[src/rtl/tcam_wr_pkg.sv]
package tcam_wr_pkg;
  // Command bus field positions
  localparam int CMD_W       = 11;
  localparam int OP_LSB      = 0;
  localparam int FORM_BIT    = 2;
  localparam int GMI_LO_LSB  = 3;
  localparam int MODE_BIT    = 9;
  localparam int GMI_HI_BIT  = 10;
  localparam int GMI_W       = 4;

  localparam logic [1:0] OP_WRITE = 2'b01;

  // Address word field positions
  localparam int ID_LSB      = 21;
  localparam int ARR_LSB     = 19;
  localparam logic [1:0] ARR_DATA = 2'b00;
  localparam logic [1:0] ARR_MASK = 2'b01;

  typedef enum logic [1:0] {
    ST_IDLE  = 2'd0,
    ST_ADDRB = 2'd1,
    ST_DATA  = 2'd2,
    ST_GAP   = 2'd3
  } wr_state_e;
endpackage

[src/rtl/tcam_wr_rst_sync.sv]
module tcam_wr_rst_sync #(
  parameter int STAGES = 2
) (
  input  logic clk,
  input  logic rst_n,
  output logic rst_n_sync
);
  logic [STAGES-1:0] chain_q;

  always_ff @(posedge clk or negedge rst_n) begin
    if (!rst_n) chain_q <= '0;
    else        chain_q <= {chain_q[STAGES-2:0], 1'b1};
  end

  assign rst_n_sync = chain_q[STAGES-1];
endmodule

[src/rtl/tcam_wr_decode.sv]
module tcam_wr_decode
  import tcam_wr_pkg::*;
#(
  parameter int ADDR_W = 16,
  parameter int ID_W   = 5,
  localparam int FLD_W = ID_LSB + ID_W
) (
  input  logic              cmd_vld,
  input  logic [CMD_W-1:0]  cmd,
  input  logic [FLD_W-1:0]  dq_fld,
  input  logic [ID_W-1:0]   dev_id,
  output logic              cmd_ok,
  output logic              burst,
  output logic              sel_hit,
  output logic              arr_mask,
  output logic [ADDR_W-1:0] loc_addr,
  output logic [GMI_W-1:0]  gmi
);
  logic [ID_W-1:0] tgt_id;
  logic [1:0]      arr_code;
  logic            id_match;
  logic            arr_known;
  logic            unused_fld;

  always_comb begin
    tgt_id    = dq_fld[ID_LSB +: ID_W];
    arr_code  = dq_fld[ARR_LSB +: 2];
    cmd_ok    = cmd_vld && (cmd[OP_LSB +: 2] == OP_WRITE) && !cmd[MODE_BIT];
    burst     = cmd[FORM_BIT];
    id_match  = (tgt_id == dev_id) || (tgt_id == {ID_W{1'b1}});
    arr_known = (arr_code == ARR_DATA) || (arr_code == ARR_MASK);
    sel_hit   = id_match && arr_known;
    arr_mask  = (arr_code == ARR_MASK);
    loc_addr  = dq_fld[ADDR_W-1:0];
    gmi       = {cmd[GMI_HI_BIT], cmd[GMI_LO_LSB +: 3]};
  end

  assign unused_fld = ^{cmd[8:6], dq_fld[ARR_LSB-1:ADDR_W]};
endmodule

[src/rtl/tcam_wr_fsm.sv]
module tcam_wr_fsm
  import tcam_wr_pkg::*;
#(
  parameter int LEN_W = 4
) (
  input  logic             clk,
  input  logic             rst_n,
  input  logic             cmd_ok,
  input  logic             burst,
  input  logic [LEN_W-1:0] burst_len,
  output logic             load,
  output logic             data_cyc,
  output logic             busy
);
  wr_state_e        state_q, state_d;
  logic [LEN_W-1:0] remain_q, remain_d;

  always_comb begin
    state_d  = state_q;
    remain_d = remain_q;
    case (state_q)
      ST_IDLE: begin
        if (cmd_ok) begin
          state_d = ST_ADDRB;
          if (burst && (burst_len != '0)) remain_d = burst_len;
          else                            remain_d = LEN_W'(1);
        end
      end
      ST_ADDRB: state_d = cmd_ok ? ST_DATA : ST_IDLE;
      ST_DATA: begin
        if (remain_q == LEN_W'(1)) state_d  = ST_GAP;
        else                       remain_d = remain_q - LEN_W'(1);
      end
      default: state_d = ST_IDLE;
    endcase
  end

  always_ff @(posedge clk or negedge rst_n) begin
    if (!rst_n) begin
      state_q  <= ST_IDLE;
      remain_q <= '0;
    end else begin
      state_q  <= state_d;
      remain_q <= remain_d;
    end
  end

  assign load     = (state_q == ST_IDLE) && cmd_ok;
  assign data_cyc = (state_q == ST_DATA);
  assign busy     = (state_q != ST_IDLE);
endmodule

[src/rtl/tcam_wr_addr.sv]
module tcam_wr_addr #(
  parameter int ADDR_W = 16
) (
  input  logic              clk,
  input  logic              rst_n,
  input  logic              load,
  input  logic [ADDR_W-1:0] load_val,
  input  logic              inc,
  output logic [ADDR_W-1:0] cur
);
  logic [ADDR_W-1:0] cur_d;

  always_comb begin
    cur_d = cur;
    if (load)     cur_d = load_val;
    else if (inc) cur_d = cur + ADDR_W'(1);
  end

  always_ff @(posedge clk or negedge rst_n) begin
    if (!rst_n) cur <= '0;
    else        cur <= cur_d;
  end
endmodule

[src/rtl/tcam_wr_ctrl.sv]
module tcam_wr_ctrl
  import tcam_wr_pkg::*;
#(
  parameter int DQ_W   = 72,
  parameter int ADDR_W = 16,
  parameter int ID_W   = 5,
  parameter int LEN_W  = 4,
  localparam int FLD_W = ID_LSB + ID_W
) (
  input  logic              clk,
  input  logic              rst_n,
  input  logic              cmd_vld,
  input  logic [CMD_W-1:0]  cmd,
  input  logic [DQ_W-1:0]   dq_in,
  input  logic [ID_W-1:0]   dev_id,
  input  logic [LEN_W-1:0]  burst_len,
  output logic              busy,
  output logic              wr_en,
  output logic              wr_arr,
  output logic [ADDR_W-1:0] wr_addr,
  output logic [DQ_W-1:0]   wr_data,
  output logic [GMI_W-1:0]  wr_gmi
);
  logic              rst_n_s;
  logic              cmd_ok, burst, sel_hit, arr_mask;
  logic [ADDR_W-1:0] loc_addr, cur_addr;
  logic [GMI_W-1:0]  gmi;
  logic              load, data_cyc;

  // Latched command attributes
  logic              hit_q, hit_d;
  logic              arr_q, arr_d;
  logic [GMI_W-1:0]  gmi_q, gmi_d;

  // Output strobe stage
  logic              en_q, en_d;
  logic              oarr_q, oarr_d;
  logic [ADDR_W-1:0] oaddr_q, oaddr_d;
  logic [DQ_W-1:0]   odata_q, odata_d;
  logic [GMI_W-1:0]  ogmi_q, ogmi_d;

  tcam_wr_rst_sync #(.STAGES(2)) u_rst (
    .clk(clk), .rst_n(rst_n), .rst_n_sync(rst_n_s)
  );

  tcam_wr_decode #(.ADDR_W(ADDR_W), .ID_W(ID_W)) u_dec (
    .cmd_vld(cmd_vld), .cmd(cmd), .dq_fld(dq_in[FLD_W-1:0]), .dev_id(dev_id),
    .cmd_ok(cmd_ok), .burst(burst), .sel_hit(sel_hit), .arr_mask(arr_mask),
    .loc_addr(loc_addr), .gmi(gmi)
  );

  tcam_wr_fsm #(.LEN_W(LEN_W)) u_fsm (
    .clk(clk), .rst_n(rst_n_s), .cmd_ok(cmd_ok), .burst(burst),
    .burst_len(burst_len), .load(load), .data_cyc(data_cyc), .busy(busy)
  );

  tcam_wr_addr #(.ADDR_W(ADDR_W)) u_addr (
    .clk(clk), .rst_n(rst_n_s), .load(load), .load_val(loc_addr),
    .inc(data_cyc), .cur(cur_addr)
  );

  always_comb begin
    hit_d   = hit_q;
    arr_d   = arr_q;
    gmi_d   = gmi_q;
    if (load) begin
      hit_d = sel_hit;
      arr_d = arr_mask;
      gmi_d = gmi;
    end
    en_d    = data_cyc && hit_q;
    oarr_d  = oarr_q;
    oaddr_d = oaddr_q;
    odata_d = odata_q;
    ogmi_d  = ogmi_q;
    if (data_cyc) begin
      oarr_d  = arr_q;
      oaddr_d = cur_addr;
      odata_d = dq_in;
      ogmi_d  = gmi_q;
    end
  end

  always_ff @(posedge clk or negedge rst_n_s) begin
    if (!rst_n_s) begin
      hit_q   <= 1'b0;
      arr_q   <= 1'b0;
      gmi_q   <= '0;
      en_q    <= 1'b0;
      oarr_q  <= 1'b0;
      oaddr_q <= '0;
      odata_q <= '0;
      ogmi_q  <= '0;
    end else begin
      hit_q   <= hit_d;
      arr_q   <= arr_d;
      gmi_q   <= gmi_d;
      en_q    <= en_d;
      oarr_q  <= oarr_d;
      oaddr_q <= oaddr_d;
      odata_q <= odata_d;
      ogmi_q  <= ogmi_d;
    end
  end

  assign wr_en   = en_q;
  assign wr_arr  = oarr_q;
  assign wr_addr = oaddr_q;
  assign wr_data = odata_q;
  assign wr_gmi  = ogmi_q;
endmodule

[config.mk]
export PLATFORM = sky130hd
export DESIGN_NAME = tcam_wr_ctrl
export DESIGN_NICKNAME = d
export VERILOG_FILES = /design/src/rtl/tcam_wr_pkg.sv /design/src/rtl/tcam_wr_rst_sync.sv /design/src/rtl/tcam_wr_decode.sv /design/src/rtl/tcam_wr_fsm.sv /design/src/rtl/tcam_wr_addr.sv /design/src/rtl/tcam_wr_ctrl.sv
export SDC_FILE = /design/constraint.sdc
export NUM_CORES = 1
export LEC_CHECK = 0
export ABC_AREA = 1
export CAP_MARGIN = 15
export CORE_AREA = 2 2 109 111
export CTS_CLUSTER_DIAMETER = 200
export DETAILED_ROUTE_END_ITERATION = 16
export DIE_AREA = 0 0 111 113
export DONT_BUFFER_PORTS = 1
export PLACE_DENSITY = 0.77
export SYNTH_ARGS = -nofsm -noshare
export SYNTH_HDL_FRONTEND = slang
export SYNTH_HIERARCHICAL = 1
export SYNTH_SLANG_ARGS = --single-unit
[constraint.sdc]
create_clock -name clk -period 4.1 [get_ports clk]
set_clock_uncertainty 0.2 [all_clocks]
set_input_delay 0 -clock clk [delete_from_list [all_inputs] [get_ports clk]]
set_output_delay 0 -clock clk [all_outputs]
set_load 0.05 [all_outputs]
; Word level (Yosys, flattened, before mapping)
; Cells that the tools add are included.
[op_classes]
n_reduce_logical = 17
addsub = 2
n_mux = 10
eq_ne = 10
[ops]
columns = operator, count
row1 = $mux W16, 2
row2 = $add A16 B1 Y16 const B, 1
row3 = $mux W4, 3
row4 = $pmux W4 S2, 1
row5 = $eq A2 B1 Y1 const B, 3
row6 = $logic_and A1 B1 Y1, 6
row7 = $mux W2, 3
row8 = $pmux W2 S3, 1
row9 = $reduce_bool A2 Y1, 3
row10 = $eq A5 B5 Y1, 1
row11 = $eq A5 B5 Y1 const B, 1
row12 = $eq A4 B1 Y1 const B, 1
row13 = $logic_not A2 Y1, 2
row14 = $ne A2 B1 Y1 const B, 2
row15 = $reduce_bool A4 Y1, 1
row16 = $sub A4 B1 Y4 const B, 1
row17 = $reduce_and A3 Y1, 1
row18 = $eq A2 B2 Y1 const B, 1
row19 = $logic_or A1 B1 Y1, 2
row20 = $ne A2 B2 Y1 const B, 1
row21 = $reduce_and A2 Y1, 1
row22 = $logic_not A1 Y1, 1
[totals]
out_inout_bits = 95
inputBits = 95
register_bits = 124
elab_cells = 51

; Logic depth before layout (Yosys ltp)
[logic_depth]
word_depth = 5
mapped_depth = 12
ltp_nobuf = 11

; Modules after synthesis
; Netlist, hierarchy kept.
[by_module_without_submodules]
columns = module, area_per_inst_um2, n_inst, cells_per_inst, seq_area_each_um2
row1 = tcam_wr_ctrl, 3804.9, 1, 422, 2502.4
row2 = tcam_wr_addr, 1034.7, 1, 141, 400.4
row3 = tcam_wr_fsm, 407.9, 1, 54, 150.1
row4 = tcam_wr_decode, 287.8, 1, 52, 0.0
row5 = tcam_wr_rst_sync, 53.8, 1, 3, 50.0

; Worst setup path before layout
; Ideal clock, no wire load.
[synth_timing]
path_kind = reg-to-reg
startpoint = register u_fsm.state_q[1]
endpoint = register u_addr.cur[12]
path_slack_ns = 2.397
required_ns = 3.779
n_path_buf = 1
path_stages_with_launch = 12
arrival_time_ns = 1.381
synth_period_minus_slack_ns = 1.703
setup_time_ns = 0.121
path_cell_list = dfrtp_1 -> inv_1 -> nand3_2 -> inv_1 -> buf_6 -> inv_2 -> nand2_2 -> inv_2 -> nand2_1 -> o21ai_0 -> nand2_1 -> nand2_1
[synth_via]
elab_chain_cells = 3
word_cells_on_any_way = 5
cone_classes = eq/ne (1) / mux (1) / reduce/logical (3)
[synth_lines]
columns = element, line
row1 = start: declaration, tcam_wr_fsm.sv:15  ; wr_state_e state_q, state_d;
row2 = start signal: assignment, tcam_wr_fsm.sv:43  ; state_q <= state_d;
row3 = $logic_not A2 Y1 *, tcam_wr_fsm.sv:48  ; assign load = (state_q == ST_IDLE) && cmd_ok;
row4 = $logic_and A1 B1 Y1 *, tcam_wr_fsm.sv:48
row5 = via load, tcam_wr_ctrl.sv:28  ; logic load, data_cyc;
row6 = $mux W16 / $reduce_bool A2 Y1 (equally long branches), n/a
row7 = end signal: assignment, tcam_wr_addr.sv:21  ; else cur <= cur_d;
row8 = end: declaration, tcam_wr_addr.sv:9  ; output logic [ADDR_W-1:0] cur
; The timed path passes the listed nets; every way through them passes the cells marked *.
; A chain may end at the register's enable or synchronous reset.

; Worst setup path in the final report
[layout_timing]
startpoint = input cmd[9]
endpoint = register u_addr.cur[9]
[layout_via]
elab_chain_cells = 4
word_cells_on_any_way = 5
cone_classes = mux (1) / reduce/logical (4)
[layout_lines]
columns = element, line
row1 = start: declaration, tcam_wr_ctrl.sv:13  ; input logic [CMD_W-1:0] cmd,
row2 = $logic_not A1 Y1 *, tcam_wr_decode.sv:28  ; cmd_ok = cmd_vld && (cmd[OP_LSB +: 2] == OP_WRITE) && !cmd[MODE_BIT];
row3 = $logic_and A1 B1 Y1 *, tcam_wr_decode.sv:28
row4 = via cmd_ok, tcam_wr_ctrl.sv:25  ; logic cmd_ok, burst, sel_hit, arr_mask;
row5 = $logic_and A1 B1 Y1 *, tcam_wr_fsm.sv:48
row6 = via load, tcam_wr_ctrl.sv:28
row7 = $mux W16 / $reduce_bool A2 Y1 (equally long branches), n/a
; Marked as above.

==> summary.md <==
| Metric | Value |
|---|---|
| Run status | `completed` |
| Remaining design rule violation count | `0` |
| GR Util All Layers | `23.7%` |
| Crit path capture | `u_addr/cur[9]` |
| Data required time at the worst endpoint | `4.17 ns` |
| Tcrit/Tclk final | `69.8%` |
| P_leak | `0.00359 µW` |
| Post-CTS setup-driven buffer insertion count | `0` |
| Wire length reported by the detailed router | `14300 µm` |
| RSZ-0062 raised after global routing | `no` |
| Number of port buffers | `0` |
| End of the worst register-to-register path | `wr_data[69]` |
| Post-layout util | `61.8%` |
| Hold-fix buffer count after cts | `90` |
| Fin Setup TNS | `0 ns` |
| Cell chosen for the clock root | `sky130_fd_sc_hd__clkbuf_16` |
| Height of the chip | `113 µm` |
| Sequential area share after synthesis | `55.5%` |
| Endpoint type of the worst setup path | `flop` |
| Crit path arrival time | `2.93 ns` |
| Post-Syn Nets | `770` |
| Total count of hold-check failures in the final report | `0` |
| Initial core utilization | `49.6%` |
| PwrDens | `909 nW/µm²` |
| Core ar. | `11300 µm²` |
| Number of global-route vias before repair | `4811` |
| Slack of the worst reg-to-reg path | `1.52 ns` |
| Worst Setup Start Kind | `primary input` |
| Area growth, synth to finish | `24.7%` |
| Asr flop ratio synth | `100%` |
| Most used flip-flop cell after synthesis | `sky130_fd_sc_hd__dfrtp_1` |
| Routability Congestion | `0.855` |
| CTS tree | `yes` |
| Number of standard-cell rows in the floorplan | `39` |
| DIE AREA | `12500 µm²` |
| Number of iterations in the first detailed-routing pass | `5` |
| Sum of net half-perimeters after detailed placement | `8670 µm` |
| Proportion of layout cells with a drive suffix above 1 | `6.51%` |
| Violation count after the first detailed-route iteration | `439` |
| Layout filler cell count | `860` |
| Number of flops mapped to enable cells by yosys | `0` |
| Clock transition at the registers of the reported paths | `0.05 ns` |
| Number of buffers created by CTS | `17` |
| Type of the worst setup path | `in -> reg` |
| Resized cells post-CTS | `0` |
| Maximum vdd ir drop | `0.459 mV` |
| Maximum capacitance violations | `0` |
| Antenna diodes | `0` |
| First-pass GRT wire length | `23500 µm` |
| Flip-flop and latch count after synthesis | `124` |
| Class of the most critical hold timing path | `in -> reg` |
| Overall via count from detail_route | `4639` |
| Startpoint of the most critical register-to-register path | `u_fsm/state_q[0]` |
| Final setup violation count | `0` |
| Insertion delay of the later-clocked pin in the worst-skew pair | `0.40 ns` |
| Count of synthesis-stage warnings from yosys | `6` |
| Final antenna-violating net count | `0` |
| Biggest fanout along the worst timing path | `23` |
| Post-DR vias/cell | `5.18` |
| IO Count | `190` |
| Average cell area after synthesis | `8.32 µm²` |
| Sinks on the clock net | `124` |
| Count of mapped cells out of synthesis | `672` |
| CTS H-tree depth | `4` |
| Horizontal die dimension | `111 µm` |
| Number of cell instances on the worst register-to-register path | `7` |
| Number of buffers on the longest clock path | `2` |
| Post-detailed-route wirelength per cell | `16.0 µm` |
| Actual transition at the worst max-transition pin | `0.994 ns` |
| Min cycle time layout | `2.86 ns` |
| Netlist area before placement | `5590 µm²` |
| Largest net degree at the start of global routing | `63` |
| Number of antenna violations at the first check in global routing | `0` |
| Fin. max-slew vios | `0` |
| Distinct cell type count of the synthesized netlist | `28` |
| Aggregate global routing overflow | `0` |
| Critical path startpoint | `cmd[9]` |
| Maximum clock frequency | `0.350 GHz` |
| Final layout net count | `838` |
| Worst-case headroom to the max-slew limit | `33.5%` |
[kinds of logic after synthesis]
logic type	share of synthesized area [%]
fa+ha+maj	0.672
flops	55.5
other cells	0.0671
buf+inv	8.80
xor+xnor	1.25
simple gates	30.0
compound gates	3.65
[final cells by class]
| class | count | area (µm²) | share of cell area, % |
|---|---|---|---|
| flip-flops and latches | 124 | 3110 | 44.6 |
| multi-input cells | 468 | 1990 | 28.6 |
| repair buffers | 94 | 931 | 13.4 |
| clock buffers | 27 | 523 | 7.50 |
| well taps | 143 | 179 | 2.57 |
| inverters | 35 | 134 | 1.92 |
| clock inverters | 5 | 103 | 1.47 |
[sequential cells by signal, summed over array words and instances (netlist names)]
register        count
wr_data            72
u_addr/cur         16
wr_addr            16
gmi_q               4
u_fsm/remain_q      4
wr_gmi              4
u_fsm/state_q       2
u_rst/chain_q       2
arr_q               1
hit_q               1
wr_arr              1
wr_en               1
[placed cells by master, fill, tap and decap left out, types with 5 or more instances in the layout]
cell type,Yosys,final
sky130_fd_sc_hd__nand3_1,23,23
sky130_fd_sc_hd__nor2_1,25,25
sky130_fd_sc_hd__clkbuf_8,0,6
sky130_fd_sc_hd__dlygate4sd3_1,0,90
sky130_fd_sc_hd__inv_1,30,30
sky130_fd_sc_hd__o21ai_1,6,6
sky130_fd_sc_hd__nand2_1,363,363
sky130_fd_sc_hd__a22oi_1,12,12
sky130_fd_sc_hd__o21ai_0,6,6
sky130_fd_sc_hd__xnor2_1,5,5
sky130_fd_sc_hd__clkbuf_16,0,17
sky130_fd_sc_hd__dfrtp_1,124,123
[worst max-delay path: stages]
cell and delay [ns]:
sky130_fd_sc_hd__dlygate4sd3_1 0.53, sky130_fd_sc_hd__nor3_1 0.17, sky130_fd_sc_hd__dlygate4sd3_1 0.62, sky130_fd_sc_hd__nand3_2 0.15
sky130_fd_sc_hd__inv_1 0.63, sky130_fd_sc_hd__nor2_1 0.45, sky130_fd_sc_hd__a22oi_1 0.24, sky130_fd_sc_hd__o21ai_0 0.12
[layer usage]
metal | vias up | global-route usage [%] | wire [µm]
li1 | 2181 | - | -
met4 | 0 | 11.6 | 491
met5 | - | 0 | 0
met1 | 2178 | 28.5 | 5640
met3 | 42 | 7.34 | 1130
met2 | 238 | 38.9 | 7040
[power breakdown]
| part | internal (µW) | switching [µW] |
|---|---|---|
| Combinational | 385 | 544 |
| Clock | 1050 | 494 |
| Sequential | 1750 | 2110 |
[per-stage QoR]
step | hold slack, ns | cells | total power, µW | area [µm²] | worst slack [ns]
3_3_place_gp | -0.496 | 774 | 4630 | 5440 | 1.63
3_5_place_dp | -0.495 | 774 | 4710 | 5440 | 1.52
4_1_cts | 0.0423 | 896 | 6350 | 6970 | 1.31
2_1_floorplan | -0.496 | 672 | 4430 | 5590 | 0.190
6_report | 0.0600 | 896 | 6330 | 6970 | 1.24
5_1_grt | 0.0604 | 896 | 6650 | 6970 | 1.13
[synth_stat cells (2+ instances only)]
cell / number / area (µm²)
sky130_fd_sc_hd__a21oi_1: 3 / 15.0
sky130_fd_sc_hd__a22oi_1: 12 / 90.1
sky130_fd_sc_hd__buf_2: 7 / 35.0
sky130_fd_sc_hd__buf_4: 28 / 210
sky130_fd_sc_hd__buf_6: 10 / 113
sky130_fd_sc_hd__dfrtp_1: 124 / 3100
sky130_fd_sc_hd__ha_1: 3 / 37.5
sky130_fd_sc_hd__inv_1: 30 / 113
sky130_fd_sc_hd__inv_2: 4 / 15.0
sky130_fd_sc_hd__nand2_1: 363 / 1360
sky130_fd_sc_hd__nand2_2: 2 / 12.5
sky130_fd_sc_hd__nand2_4: 3 / 33.8
sky130_fd_sc_hd__nand3_1: 23 / 115
sky130_fd_sc_hd__nand3_2: 2 / 20.0
sky130_fd_sc_hd__nand4_1: 2 / 12.5
sky130_fd_sc_hd__nor2_1: 25 / 93.8
sky130_fd_sc_hd__nor2_2: 2 / 12.5
sky130_fd_sc_hd__o211ai_1: 2 / 15.0
sky130_fd_sc_hd__o21ai_0: 6 / 30.0
sky130_fd_sc_hd__o21ai_1: 6 / 30.0
sky130_fd_sc_hd__o21bai_1: 2 / 15.0
sky130_fd_sc_hd__xnor2_1: 5 / 43.8
sky130_fd_sc_hd__xor2_1: 3 / 26.3
[how the worst min path moves through the flow]
stage | startpoint | end | slack (ns) | depth (start not counted)
final | cmd[3] | gmi_q[0] | 0.06 | 3
after global placement | rst_n | u_rst/chain_q[0] | -0.50 | 0
after detailed placement | rst_n | u_rst/chain_q[0] | -0.50 | 0
after CTS | dq_in[35] | wr_data[35] | 0.04 | 3
after global routing | dq_in[48] | wr_data[48] | 0.06 | 3
after floorplan | rst_n | u_rst/chain_q[0] | -0.50 | 0
Note: power is estimated with default switching activity, not from simulation.
